## src/rtl/rsq_pkg.sv

```systemverilog
package rsq_pkg;
  localparam int unsigned RSQ_WIN     = 10;  // strap qualification window
  localparam int unsigned RSQ_HOLD    = 10;  // watchdog reset length
  localparam int unsigned RSQ_SYNC    = 2;   // release synchronizer depth
  localparam int unsigned RSQ_NSTRAP  = 2;

  typedef enum int unsigned {
    STRAP_BOOT = 0,
    STRAP_TRI  = 1
  } strap_idx_e;
endpackage

```

## src/rtl/rsq_sync.sv

```systemverilog
module rsq_sync #(
  parameter int unsigned STAGES = 2
) (
  input  logic clk_i,
  input  logic rst_ni,
  output logic rel_o
);
  logic [STAGES-1:0] sync_q;

  always_ff @(posedge clk_i or negedge rst_ni) begin
    if (!rst_ni) sync_q <= '0;
    else         sync_q <= {sync_q[STAGES-2:0], 1'b1};
  end

  assign rel_o = sync_q[STAGES-1];

  // release only after the pin has been high at a previous edge
  assert_sync_delay_R2: assert property (@(posedge clk_i) disable iff (!rst_ni)
    $rose(rel_o) |-> $past(rst_ni));
endmodule

```

## src/rtl/rsq_window.sv

```systemverilog
module rsq_window #(
  parameter int unsigned WIN = 10
) (
  input  logic clk_i,
  input  logic pin_i,
  output logic sample_o,
  output logic commit_o,
  output logic full_o
);
  localparam int unsigned CW = $clog2(WIN + 1);

  logic          low_q;
  logic [CW-1:0] fill_q;

  // no reset: these flops must keep counting while the pin is low
  always_ff @(posedge clk_i) begin
    low_q <= !pin_i;
    if (!pin_i) begin
      if (!low_q)                  fill_q <= CW'(1);
      else if (fill_q < CW'(WIN))  fill_q <= fill_q + 1'b1;
    end
  end

  assign sample_o = !pin_i;
  assign commit_o = pin_i && low_q;
  assign full_o   = (fill_q >= CW'(WIN));

  // commit fires once per release
  assert_commit_once_R7: assert property (@(posedge clk_i)
    commit_o |=> !commit_o);
endmodule

```

## src/rtl/rsq_strap_filter.sv

```systemverilog
module rsq_strap_filter #(
  parameter int unsigned WIN  = 10,
  parameter logic        DFLT = 1'b1
) (
  input  logic clk_i,
  input  logic sample_i,
  input  logic commit_i,
  input  logic full_i,
  input  logic d_i,
  output logic q_o
);
  logic [WIN-1:0] hist_q;
  logic           lvl_q;
  logic           decided;

  always_comb begin
    decided = DFLT;
    if (full_i) begin
      if (&hist_q)       decided = 1'b1;
      else if (~|hist_q) decided = 1'b0;
    end
  end

  always_ff @(posedge clk_i) begin
    if (sample_i) hist_q <= {hist_q[WIN-2:0], d_i};
    if (commit_i) lvl_q  <= decided;
  end

  assign q_o = lvl_q;

  assert_strap_hold_R7: assert property (@(posedge clk_i)
    !commit_i |=> $stable(q_o));
endmodule

```

## src/rtl/rsq_wdog_hold.sv

```systemverilog
module rsq_wdog_hold #(
  parameter int unsigned HOLD = 10
) (
  input  logic clk_i,
  input  logic rst_ni,
  input  logic armed_i,
  input  logic req_i,
  output logic hold_o,
  output logic fire_o
);
  localparam int unsigned CW = $clog2(HOLD + 1);

  logic [CW-1:0] cnt_q;

  assign hold_o = (cnt_q != '0);
  assign fire_o = armed_i && req_i && !hold_o;

  always_ff @(posedge clk_i or negedge rst_ni) begin
    if (!rst_ni)     cnt_q <= '0;
    else if (fire_o) cnt_q <= CW'(HOLD);
    else if (hold_o) cnt_q <= cnt_q - 1'b1;
  end

  // a running hold only counts down, never reloads
  assert_hold_nextend_R10: assert property (@(posedge clk_i) disable iff (!rst_ni)
    hold_o |=> (cnt_q == CW'($past(cnt_q) - 1'b1)));
endmodule

```

## src/rtl/reset_strap_seq.sv

```systemverilog
module reset_strap_seq
  import rsq_pkg::*;
#(
  parameter int unsigned WIN  = RSQ_WIN,
  parameter int unsigned HOLD = RSQ_HOLD,
  parameter int unsigned SYNC = RSQ_SYNC
) (
  input  logic clk_i,
  input  logic rst_ni,
  input  logic wdog_req_i,
  input  logic strap_boot_i,
  input  logic strap_tri_i,
  output logic sys_rst_no,
  output logic boot_8bit_o,
  output logic tri_en_o,
  output logic cause_wdog_o
);
  localparam int unsigned NS = RSQ_NSTRAP;

  logic          pin_rel;
  logic          wd_hold, wd_fire;
  logic          sample, commit, full;
  logic [NS-1:0] strap_d, strap_lvl;
  logic          cause_q;

  rsq_sync #(.STAGES(SYNC)) u_sync (
    .clk_i  (clk_i),
    .rst_ni (rst_ni),
    .rel_o  (pin_rel)
  );

  rsq_wdog_hold #(.HOLD(HOLD)) u_wdog (
    .clk_i   (clk_i),
    .rst_ni  (rst_ni),
    .armed_i (pin_rel),
    .req_i   (wdog_req_i),
    .hold_o  (wd_hold),
    .fire_o  (wd_fire)
  );

  rsq_window #(.WIN(WIN)) u_win (
    .clk_i    (clk_i),
    .pin_i    (rst_ni),
    .sample_o (sample),
    .commit_o (commit),
    .full_o   (full)
  );

  assign strap_d[STRAP_BOOT] = strap_boot_i;
  assign strap_d[STRAP_TRI]  = strap_tri_i;

  for (genvar g = 0; g < NS; g++) begin : g_strap
    rsq_strap_filter #(.WIN(WIN), .DFLT(1'b1)) u_flt (
      .clk_i    (clk_i),
      .sample_i (sample),
      .commit_i (commit),
      .full_i   (full),
      .d_i      (strap_d[g]),
      .q_o      (strap_lvl[g])
    );
  end

  always_ff @(posedge clk_i or negedge rst_ni) begin
    if (!rst_ni)      cause_q <= 1'b0;
    else if (wd_fire) cause_q <= 1'b1;
  end

  assign sys_rst_no   = pin_rel && !wd_hold;
  assign boot_8bit_o  = strap_lvl[STRAP_BOOT];
  assign tri_en_o     = !strap_lvl[STRAP_TRI];
  assign cause_wdog_o = cause_q;

  assert_async_low_R1: assert property (@(posedge clk_i)
    !rst_ni |-> !sys_rst_no);

  // reset falling while the pin is released must be a watchdog reset
  assert_wd_cause_R8: assert property (@(posedge clk_i) disable iff (!rst_ni)
    (pin_rel && $past(pin_rel) && $fell(sys_rst_no)) |-> cause_wdog_o);

  assert_pin_priority_R9: assert property (@(posedge clk_i) disable iff (!rst_ni)
    !pin_rel |-> !cause_wdog_o);
endmodule

```

## config.mk

```make
export PLATFORM = sky130hd
export DESIGN_NAME = reset_strap_seq
export DESIGN_NICKNAME = d
export VERILOG_FILES = /design/src/rtl/rsq_pkg.sv /design/src/rtl/rsq_sync.sv /design/src/rtl/rsq_window.sv /design/src/rtl/rsq_strap_filter.sv /design/src/rtl/rsq_wdog_hold.sv /design/src/rtl/reset_strap_seq.sv
export SDC_FILE = /design/constraint.sdc
export NUM_CORES = 1
export LEC_CHECK = 0
export CAP_MARGIN = 0
export CORE_MARGIN = 5
export CORE_UTILIZATION = 49
export DETAILED_ROUTE_END_ITERATION = 8
export GPL_ROUTABILITY_DRIVEN = 0
export MAX_ROUTING_LAYER = met4
export PLACE_DENSITY = 0.68
export SYNTH_ARGS = -nofsm -noshare
export SYNTH_HDL_FRONTEND = slang
export SYNTH_SLANG_ARGS = --single-unit
```

## constraint.sdc

```tcl
create_clock -name clk_i -period 1.7 [get_ports clk_i]
set_input_delay 0.255 -clock clk_i [delete_from_list [all_inputs] [get_ports clk_i]]
set_output_delay 0.255 -clock clk_i [all_outputs]
set_load 0.02 [all_outputs]
```

==> results by group, run 1 <==
Outcome
  – Status: finished clean

Critical path
  – CP max FO: 3
  – Crit-path max cell delay: 0.40 ns
  – Worst Path Arrival: 1.41 ns
  – Worst path depth: 5
  – Worst setup path endpoint: sys_rst_no
  – Slowest library cell on the worst path: dfrtp_1
  – Largest delay contributor family on the critical path: flip-flops
  – Buf/Inv on CP: 2
  – Worst path cell trace: inv_2 > ha_4 > nor3b_4 > and2_4 > buf_6
  – Startpoint types: flop
  – Reg2Reg Depth: 2
  – Reg2reg setup slack: 0.25 ns
  – Worst R2R Start: u_win.fill_q[1]$_SDFFCE_PN0P_
  – R2R Path End: u_win.fill_q[0]$_SDFFCE_PN1P_
  – CP Capture Type: primary output
  – CP startpoint: u_wdog.cnt_q[0]$_DFFE_PN0P_
  – Worst Path Required: 1.44 ns
  – Critical setup path kind: flop to primary output

Placement
  – Placed Instances: 122
  – HPWL Detailed: 1311 um
  – IO Port Bufs: 8

Route
  – DR WL/cell: 14.98 um
  – ANT nets after route: 0
  – Router iterations before antenna repair: 4
  – WL final: 1947 um
  – Vias: 681
  – Vias/cell: 5.238
  – Iter 0 DRT Violations: 14
  – DRC errors left: 0

Clocking
  – CTS sink count: 34
  – Root buffer cell: clkbuf_4
  – # hold bufs at CTS: 0
  – CTS tree: done
  – Total CTS buffers: 5
  – H-tree levels: 2
  – Clock Latency Late Sink: 0.33 ns
  – Setup bufs post-CTS: 0
  – Worst-path clk slew: 0.10 ns
  – CTS Buffer Depth: 2

Yosys
  – Synth Area in Simple Gates: 10.83%
  – Largest family of logic cells by synthesized area: simple AND/OR/NAND/NOR gates
  – Synth cell types: 27
  – Seq/Total Area, Yosys: 76.10%
  – Synthesized area per cell: 16.44 sq um
  – Cells after Synth: 78
  – Synth Area in Adders: 3.902%
  – Area of the mapped netlist: 1282 sq um
  – Compound-Gate Fraction of Synth Area: 4.293%
  – Synth Net Count: 87
  – Synth warn: 0
  – XOR/XNOR Fraction of Synth Area: 2.049%
  – #FFs+latches synth: 34
  – Mux contribution to synthesized area: 0.7805%

Power and ir drop
  – P_leak: 0.5836 nW
  – Power per cell area: 1305 nW/um^2
  – Max VDD drop: 1.179 mV

GRT
  – Initial antenna violation count: 0
  – First-pass GRT wire length: 3222 um
  – Largest net degree at the start of global routing: 22
  – Total GRT Usage: 13.33%
  – Vias in the first global route: 715
  – Gr ovfl total: 0

Timing
  – Final worst clock skew: 0.006819 ns
  – Setup TNS: 0 ns
  – Final hold violations: 0
  – Worst hold slack: 0.3140 ns
  – Tmin final: 1.669 ns
  – Tcrit/Tclk final: 98.16%
  – Max Slew Vio Count: 0
  – Unrepaired setup endpoints after global routing: yes
  – Final setup fails: 0
  – Fmax: 0.5993 GHz

Floorplan
  – Top Ports: 9
  – Die W: 61.16 um
  – Die area: 3741 sq um
  – Core area: 2500 sq um
  – Row cnt: 18
  – Chip height: 61.16 um
  – Starting density of the core: 51.30%

Job
  – Max_cap viols: 0

Final layout
  – Fillers: 189
  – Layout Cells excl Fill: 130
  – FF/Latch Area: 975.9 sq um
  – Commonest non-fill, non-tap cells in the layout: edfxtp_1 (26), dfrtp_1 (7), clkdlybuf4s50_1 (7)
  – Area Growth Syn to Fin: 18.93%
  – Inserted Diodes: 0
  – Nets: 108
  – Area of the multi-input gates: 299.0 sq um
  – Layout cell share with drive strength beyond 1: 24.00%
  – Commonest non-fill, non-tap cell in the layout: edfxtp_1

Hold path
  – Hold Crit Class: input pin to async pin
-- area by class of cell --
cell class	count	area share [%]
timing repair buffer	14	9.106
sequential	34	63.99
clock buffer	6	2.707
multi-input combinational	38	19.61
clock inverter	2	0.6563
inverter	6	1.477
tap	30	2.461
-- timing repair --
item / CTS / global route
endpoints found under the hold margin: 0 / 0
resized for setup: 11 / 0
pin swaps: 2 / 2
setup endpoints to repair: 1 / 1
-- kinds of logic (layout without fill, tap and decap cells) --
family                   Yosys count  count (layout)
adder cells (fa/ha/maj)            4               4
buffers and inverters              6              28
other                              1               1
XOR/XNOR                           3               3
flip-flops                        34              34
AND/OR/NAND/NOR                   22              22
AO/OA/AOI/OAI                      7               7
multiplexers                       1               1
-- power by group --
group          switching, mW  leakage [nW]  internal, mW
Clock                  0.257        0.0320         0.157
Combinational          0.227         0.215         0.261
Sequential            0.0801         0.337          1.01
Total                  0.565         0.584          1.43
-- worst min-delay path by stage --
stage	startpoint	to	cells past startpoint
3_3_place_gp	u_sync.sync_q[0]$_DFF_PN0_	u_sync.sync_q[1]$_DFF_PN0_	0
4_1_cts	rst_ni	u_wdog.cnt_q[2]$_DFFE_PN0P_	2
6_report	rst_ni	u_wdog.cnt_q[2]$_DFFE_PN0P_	2
5_1_grt	rst_ni	u_sync.sync_q[0]$_DFF_PN0_	2
2_1_floorplan	rst_ni	cause_wdog_o$_DFFE_PN0P_	0
3_5_place_dp	u_sync.sync_q[0]$_DFF_PN0_	u_sync.sync_q[1]$_DFF_PN0_	0
-- synth_stat cells --
master,n,share of area (%)
a2111oi_2,1,1.2
a211oi_1,1,0.59
a21oi_1,2,0.78
a31o_2,1,0.68
a31oi_1,1,0.49
and2_1,4,2.0
and3_1,1,0.49
conb_1,1,0.29
dfrtp_1,7,14
dfxtp_1,1,1.6
edfxtp_1,26,61
ha_1,4,3.9
inv_1,5,1.5
inv_2,1,0.29
mux2i_1,1,0.78
nand2_1,1,0.29
nand2_2,2,0.98
nand3_1,1,0.39
nand4_1,2,0.98
nor2_1,3,0.88
nor2b_1,1,0.49
nor3b_4,1,1.5
nor4_1,5,2.4
o21a_1,1,0.59
or2_1,1,0.49
xnor2_1,2,1.4
xor2_1,1,0.68
-- flip-flops by register name, indices dropped and copies added (netlist names) --
register / cells
u_win.fill_q: 4
g_strap.u_flt.hist_q: 20
cause_wdog_o: 1
u_sync.sync_q: 2
u_wdog.cnt_q: 4
g_strap.u_flt.q_o: 2
u_win.low_q: 1
-- layer usage --
layer	vias to the layer above	global-route usage, %	wire length, um
met3	4	5.660	99
met1	333	15.12	886
met5	-	-	0
li1	329	-	-
met4	0	7.430	51
met2	15	19.79	909
-- per-stage QoR --
| stage | instance area (sq um) | worst slack [ns] | total power, mW | util [%] |
|---|---|---|---|---|
| 6_report | 1525 | 0.03131 | 1.991 | 61.01 |
| 3_5_place_dp | 1458 | -0.1160 | 1.545 | 58.31 |
| 5_1_grt | 1525 | -0.03717 | 2.103 | 61.01 |
| 4_1_cts | 1525 | 0.02013 | 2.004 | 61.01 |
| 2_1_floorplan | 1282 | 0.2624 | 1.360 | - |
| 3_3_place_gp | 1458 | -0.06104 | 1.517 | 58.31 |
Power figures use the tool's default switching activity.
==> inputs of run 2 (changes only) <==
CORE_MARGIN = not set   (was 5)
==> run 2 against run 1 <==
Via count rose by 1.9%. Flip-flop and latch count did not move. Sequential power barely moved. Maximum frequency rose by 1.1%. Non-clock buffer count rose by 4. Wire length fell by 4.5%. Clock power fell by 2%. Worst setup slack improved by 0.018 ns. First-iteration DRC count fell by 50%.
==> results by group, run 2 (synthesized netlist as in run 1, its figures left out) <==
Timing
  – Final worst clock skew: 0.01053 ns (+0.003715 ns)
  – Final setup fails: 0 (unchanged)
  – Final hold violations: 0 (unchanged)
  – Setup TNS: 0 ns (unchanged)
  – Fmax: 0.6057 GHz (+1.1%)
  – Max Slew Vio Count: 0 (unchanged)
  – Tcrit/Tclk final: 97.12% (-1.0 points)
  – Tmin final: 1.651 ns (-0.01765 ns)

Route
  – Vias/cell: 5.179 (-1.1%)
  – Vias: 694 (+1.9%)
  – DRC errors left: 0 (unchanged)
  – Router iterations before antenna repair: 4 (unchanged)
  – WL final: 1859 um (-4.5%)
  – Iter 0 DRT Violations: 7 (-7)
  – DR WL/cell: 13.87 um (-7.4%)
  – ANT nets after route: 0 (unchanged)

Floorplan
  – Die area: 2826 sq um (-24%)
  – Die W: 53.16 um (-13%)
  – Top Ports: 9 (unchanged)
  – Chip height: 53.16 um (-13%)
  – Starting density of the core: 51.77% (+0.47 points)
  – Row cnt: 18 (unchanged)
  – Core area: 2477 sq um (-0.90%)

Clocking
  – H-tree levels: 2 (unchanged)
  – Total CTS buffers: 5 (unchanged)
  – Root buffer cell: clkbuf_4
  – # hold bufs at CTS: 0 (unchanged)
  – Worst-path clk slew: 0.09 ns (about the same)
  – Clock Latency Late Sink: 0.32 ns (about the same)
  – CTS Buffer Depth: 2 (unchanged)
  – CTS sink count: 34 (unchanged)
  – CTS tree: done

Critical path
  – Worst Path Required: 1.44 ns (about the same)
  – CP Capture Type: primary output
  – Startpoint types: flop
  – CP max FO: 2 (-1)
  – Critical setup path kind: flop to primary output
  – Worst Path Arrival: 1.40 ns (about the same)

GRT
  – Gr busiest metal: met1
  – Total GRT Usage: 16.83% (+3.5 points)
  – Initial antenna violation count: 0 (unchanged)
  – First-pass GRT wire length: 2960 um (-8.1%)
  – Vias in the first global route: 646 (-9.7%)
  – Routing usage on met2: 21.31% (+1.5 points)
  – M1 GR Usage: 21.58% (+6.5 points)
  – Largest net degree at the start of global routing: 22 (unchanged)
  – Met3 Use GR: 6.034% (+0.37 points)
  – Gr ovfl total: 0 (unchanged)

Final layout
  – Biggest regs: g_strap.u_flt.hist_q (20), u_wdog.cnt_q (4), u_win.fill_q (4)
  – Inserted Diodes: 0 (unchanged)
  – Commonest non-fill, non-tap cell in the layout: edfxtp_1
  – Nets: 112 (+3.7%)
  – Commonest non-fill, non-tap cells in the layout: edfxtp_1 (26), buf_4 (9), dfrtp_1 (7), clkdlybuf4s50_1 (7)
  – Top reg by flops: g_strap.u_flt.hist_q
  – Layout cell share with drive strength beyond 1: 25.96% (+2.0 points)
  – Max reg flops: 20 (unchanged)
  – Area Growth Syn to Fin: 21.17%

Placement
  – HPWL Detailed: 1265 um (-3.5%)
  – IO Port Bufs: 8 (unchanged)

Outcome
  – Status: finished clean

Power and ir drop
  – Max VDD drop: 1.051 mV (-11%)
  – Power per cell area: 1306 nW/um^2 (about the same)
  – Final Power: 2.030 mW (+2.0%)
  – P_leak: 0.6008 nW (+2.9%)

Job
  – Max_cap viols: 0 (unchanged)

Hold path
  – Hold Crit Class: input pin to async pin
[run 2: cell types whose count changed in the layout (fill, tap and decap cells not counted), sizes merged]
cell  previous run  this run
buf              7        11
[run 2: stage by stage]
stage	util [%]	cells	instance area [sq um]	setup slack (ns)	hold slack [ns]
2_1_floorplan	-	78	1282	0.2624	-0.04059
3_3_place_gp	59.44	124	1473	-0.03866	0.3416
3_5_place_dp	59.44	124	1473	-0.08413	0.3470
4_1_cts	61.36	132	1520	0.01252	0.2523
5_1_grt	62.73	134	1554	-0.02103	0.2642
6_report	62.73	134	1554	0.04896	0.2736
[run 2: cell type report]
type / instances / area [sq um]
Clock buffer: 6 / 41.29
Clock inverter: 2 / 8.758
Fill cell: 200 / 923.4
Inverter: 6 / 22.52
Multi-Input combinational cell: 38 / 299.0
Sequential cell: 34 / 975.9
Tap cell: 30 / 37.54
Timing Repair Buffer: 18 / 168.9
[run 2: final timing paths]
kind	depth (start not counted)	slack [ns]	endpoint	from
setup / recovery	5	0.05	sys_rst_no	u_wdog.cnt_q[1]$_DFFE_PN0P_
min in group clk_i	0	0.36	u_sync.sync_q[1]$_DFF_PN0_	u_sync.sync_q[0]$_DFF_PN0_
hold reg to reg	0	0.36	u_sync.sync_q[1]$_DFF_PN0_	u_sync.sync_q[0]$_DFF_PN0_
max in group asynchronous	2	1.31	u_sync.sync_q[0]$_DFF_PN0_	rst_ni
hold / removal	2	0.27	cause_wdog_o$_DFFE_PN0P_	rst_ni
setup reg to reg	2	0.24	u_win.fill_q[2]$_SDFFCE_PN0P_	u_win.fill_q[1]$_SDFFCE_PN0P_
[run 2: timing repair]
item,CTS,global route
gates resized for setup,5,6
setup buffers,0,2
pin swaps,0,2
endpoints found under the setup margin,1,1
[run 2: critical path, stage by stage (launching register included)]
cell and delay [ns]:
dfrtp_1 0.40, inv_2 0.09, ha_4 0.14, nor3b_4 0.19, and2_4 0.17, buf_6 0.11
[run 2: report_power, final]
part	switching [mW]	internal, mW	leakage, nW
Combinational	0.235	0.302	0.234
Sequential	0.0808	1.01	0.337
Clock	0.250	0.155	0.0297
Total	0.566	1.46	0.601
[run 2: metal layers]
metal  part of all wire (%)  wire length, um  up-vias
met5                      0                0        -
met4                    2.3               42        0
met3                    3.5               65        4
met2                     46              858       13
met1                     48              893      340
li1                       -                -      337
==> inputs of run 3 (changes only) <==
clock period = 1.9 ns   (was 1.7 ns; I/O delays follow)
==> run 3 against run 2 <==
Critical path depth did not move. Largest cell class unchanged. Worst hold slack got worse by 0.063 ns. Count of clock-buffer cells in the layout did not move. Die area did not move.
==> results by group, run 3 (synthesized netlist as in run 1, its figures left out) <==
Critical path
  – Largest delay contributor family on the critical path: flip-flops
  – Reg2Reg Depth: 2 (unchanged)
  – CP max FO: 3 (+1)
  – CP Capture Type: primary output
  – Startpoint types: flop
  – Crit-path max cell delay: 0.39 ns (about the same)
  – Worst R2R Start: u_win.fill_q[1]$_SDFFCE_PN0P_
  – R2R Path End: u_win.fill_q[2]$_SDFFCE_PN0P_
  – Slowest library cell on the worst path: dfrtp_1
  – Reg2reg setup slack: 0.49 ns (+0.25 ns)
  – Buf/Inv on CP: 2 (unchanged)
  – Worst Path Required: 1.62 ns (+0.18 ns)
  – Worst path cell trace: inv_1 > ha_2 > nor3b_4 > and2_1 > clkbuf_2
  – Worst Path Arrival: 1.46 ns (+0.06 ns)
  – Critical setup path kind: flop to primary output

Final layout
  – Area Growth Syn to Fin: 17.76%
  – Fillers: 206 (+3.0%)
  – Layout cell share with drive strength beyond 1: 19.19% (-6.8 points)
  – Biggest regs: g_strap.u_flt.hist_q (20), u_wdog.cnt_q (4), u_win.fill_q (4)
  – Inserted Diodes: 0 (unchanged)
  – Nets: 107 (-4.5%)
  – Fin util: 60.96% (-1.8 points)
  – Commonest non-fill, non-tap cell in the layout: edfxtp_1
  – Top reg by flops: g_strap.u_flt.hist_q
  – Layout Cells excl Fill: 129 (-3.7%)
  – Max reg flops: 20 (unchanged)
  – Commonest non-fill, non-tap cells in the layout: edfxtp_1 (26), dfrtp_1 (7), clkdlybuf4s50_1 (7)

Floorplan
  – Die W: 53.16 um (unchanged)
  – Core area: 2477 sq um (unchanged)
  – Chip height: 53.16 um (unchanged)
  – Die area: 2826 sq um (unchanged)
  – Top Ports: 9 (unchanged)
  – Row cnt: 18 (unchanged)
  – Starting density of the core: 51.77% (unchanged)

Job
  – Max_cap viols: 0 (unchanged)

Power and ir drop
  – P_leak: 0.5796 nW (-3.5%)
  – Net Sw Frac: 25.90% (-2.0 points)
  – Clock power share: 27.1% (+7.2 points)
  – Switching power: 0.4782 mW (-15%)
  – Pint: 1.368 mW (-6.6%)
  – Power per cell area: 1223 nW/um^2 (-6.4%)
  – Max VDD drop: 0.8735 mV (-17%)
  – Gate power share: 20.0% (-6.5 points)
  – Sequential power share: 53.0% (-0.6 points)

Clocking
  – Worst-path clk slew: 0.09 ns (about the same)
  – Clock Latency Late Sink: 0.33 ns (about the same)
  – CTS tree: done
  – CTS sink count: 34 (unchanged)
  – Root buffer cell: clkbuf_4
  – H-tree levels: 2 (unchanged)
  – # hold bufs at CTS: 0 (unchanged)
  – Post-CTS Resized: 2 (-3)
  – Setup bufs post-CTS: 0 (unchanged)
  – CTS Buffer Depth: 2 (unchanged)
  – Total CTS buffers: 5 (unchanged)

Route
  – WL final: 1847 um (-0.65%)
  – DRC errors left: 0 (unchanged)
  – Vias/cell: 5.147 (-0.61%)
  – Met3 WL post-DR: 63 um (-3.1%)
  – ANT nets after route: 0 (unchanged)
  – Top Layer Used: met4
  – Met2 wire len: 827 um (-3.6%)
  – DR WL/cell: 14.32 um (+3.2%)
  – Vias: 664 (-4.3%)
  – Router iterations before antenna repair: 4 (unchanged)
  – WL met1: 903 um (+1.1%)
  – Iter 0 DRT Violations: 18 (+11)

GRT
  – Largest net degree at the start of global routing: 22 (unchanged)
  – Gr ovfl total: 0 (unchanged)
  – Vias in the first global route: 625 (-3.3%)
  – First-pass GRT wire length: 3042 um (+2.8%)
  – Initial antenna violation count: 0 (unchanged)
  – Total GRT Usage: 17.57% (+0.75 points)

Timing
  – Max Slew Vio Count: 0 (unchanged)
  – Unrepaired setup endpoints after global routing: no
  – Tmin final: 1.746 ns
  – Setup TNS: 0 ns (unchanged)
  – Final setup fails: 0 (unchanged)
  – Final worst clock skew: 0.01151 ns (+0.0009748 ns)
  – Final hold violations: 0 (unchanged)
  – Fmax: 0.5728 GHz
  – Worst hold slack: 0.2110 ns (-0.06263 ns)
  – Worst setup margin: 0.1541 ns (+0.1052 ns)
  – Tcrit/Tclk final: 91.89%

Placement
  – Placed Instances: 121 (-2.4%)
  – HPWL Detailed: 1237 um (-2.2%)
  – IO Port Bufs: 8 (unchanged)
  – Dpl ws: 0.07920 ns (+0.1633 ns)

Outcome
  – Status: finished clean

Hold path
  – Hold Crit Class: input pin to async pin
==> run 3: how the worst max path moves through the flow <==
stage | from | to | slack [ns] | cells past startpoint
6_report | u_wdog.cnt_q[0]$_DFFE_PN0P_ | sys_rst_no | 0.15 | 5
2_1_floorplan | u_wdog.cnt_q[0]$_DFFE_PN0P_ | sys_rst_no | 0.43 | 4
3_3_place_gp | u_wdog.cnt_q[0]$_DFFE_PN0P_ | sys_rst_no | 0.12 | 5
3_5_place_dp | u_wdog.cnt_q[0]$_DFFE_PN0P_ | sys_rst_no | 0.08 | 5
4_1_cts | u_wdog.cnt_q[0]$_DFFE_PN0P_ | sys_rst_no | 0.005 | 5
5_1_grt | u_wdog.cnt_q[0]$_DFFE_PN0P_ | sys_rst_no | 0.02 | 5
==> run 3: power by group through the flow <==
| stage | Sequential (mW) | Combinational (mW) | Clock [mW] |
|---|---|---|---|
| after CTS | 0.979 | 0.369 | 0.517 |
| final | 0.978 | 0.368 | 0.500 |
| after global routing | 0.993 | 0.411 | 0.548 |
| after detailed placement | 0.994 | 0.369 | 0 |
| after floorplan | 0.988 | 0.229 | 0 |
| after global placement | 0.988 | 0.350 | 0 |
==> run 3: layer usage <==
metal	vias up	track usage, %
met5	-	-
met2	18	21.52
met4	0	13.16
li1	325	-
met3	4	5.172
met1	317	24.27
==> run 3: layout make-up <==
type                       count  area, sq um  share of cell area (%)
clock buffer                   6        41.29                   2.734
sequential                    34        975.9                   64.62
timing repair buffer          13        112.6                   7.456
tap                           30        37.54                   2.485
inverter                       6        22.52                   1.491
multi-input combinational     38        286.5                   18.97
clock inverter                 2        33.78                   2.237
==> run 3: worst register-to-register path, stage by stage, from the launching register on <==
cell      delay (ns)
edfxtp_1        0.44
or2_1           0.27
a31oi_1         0.36
==> run 3: per-stage QoR <==
stage	total power, mW	cell area [sq um]
after floorplan	1.217	1282
after global placement	1.338	1438
after global routing	1.952	1510
after CTS	1.865	1513
final	1.846	1510
after detailed placement	1.363	1438
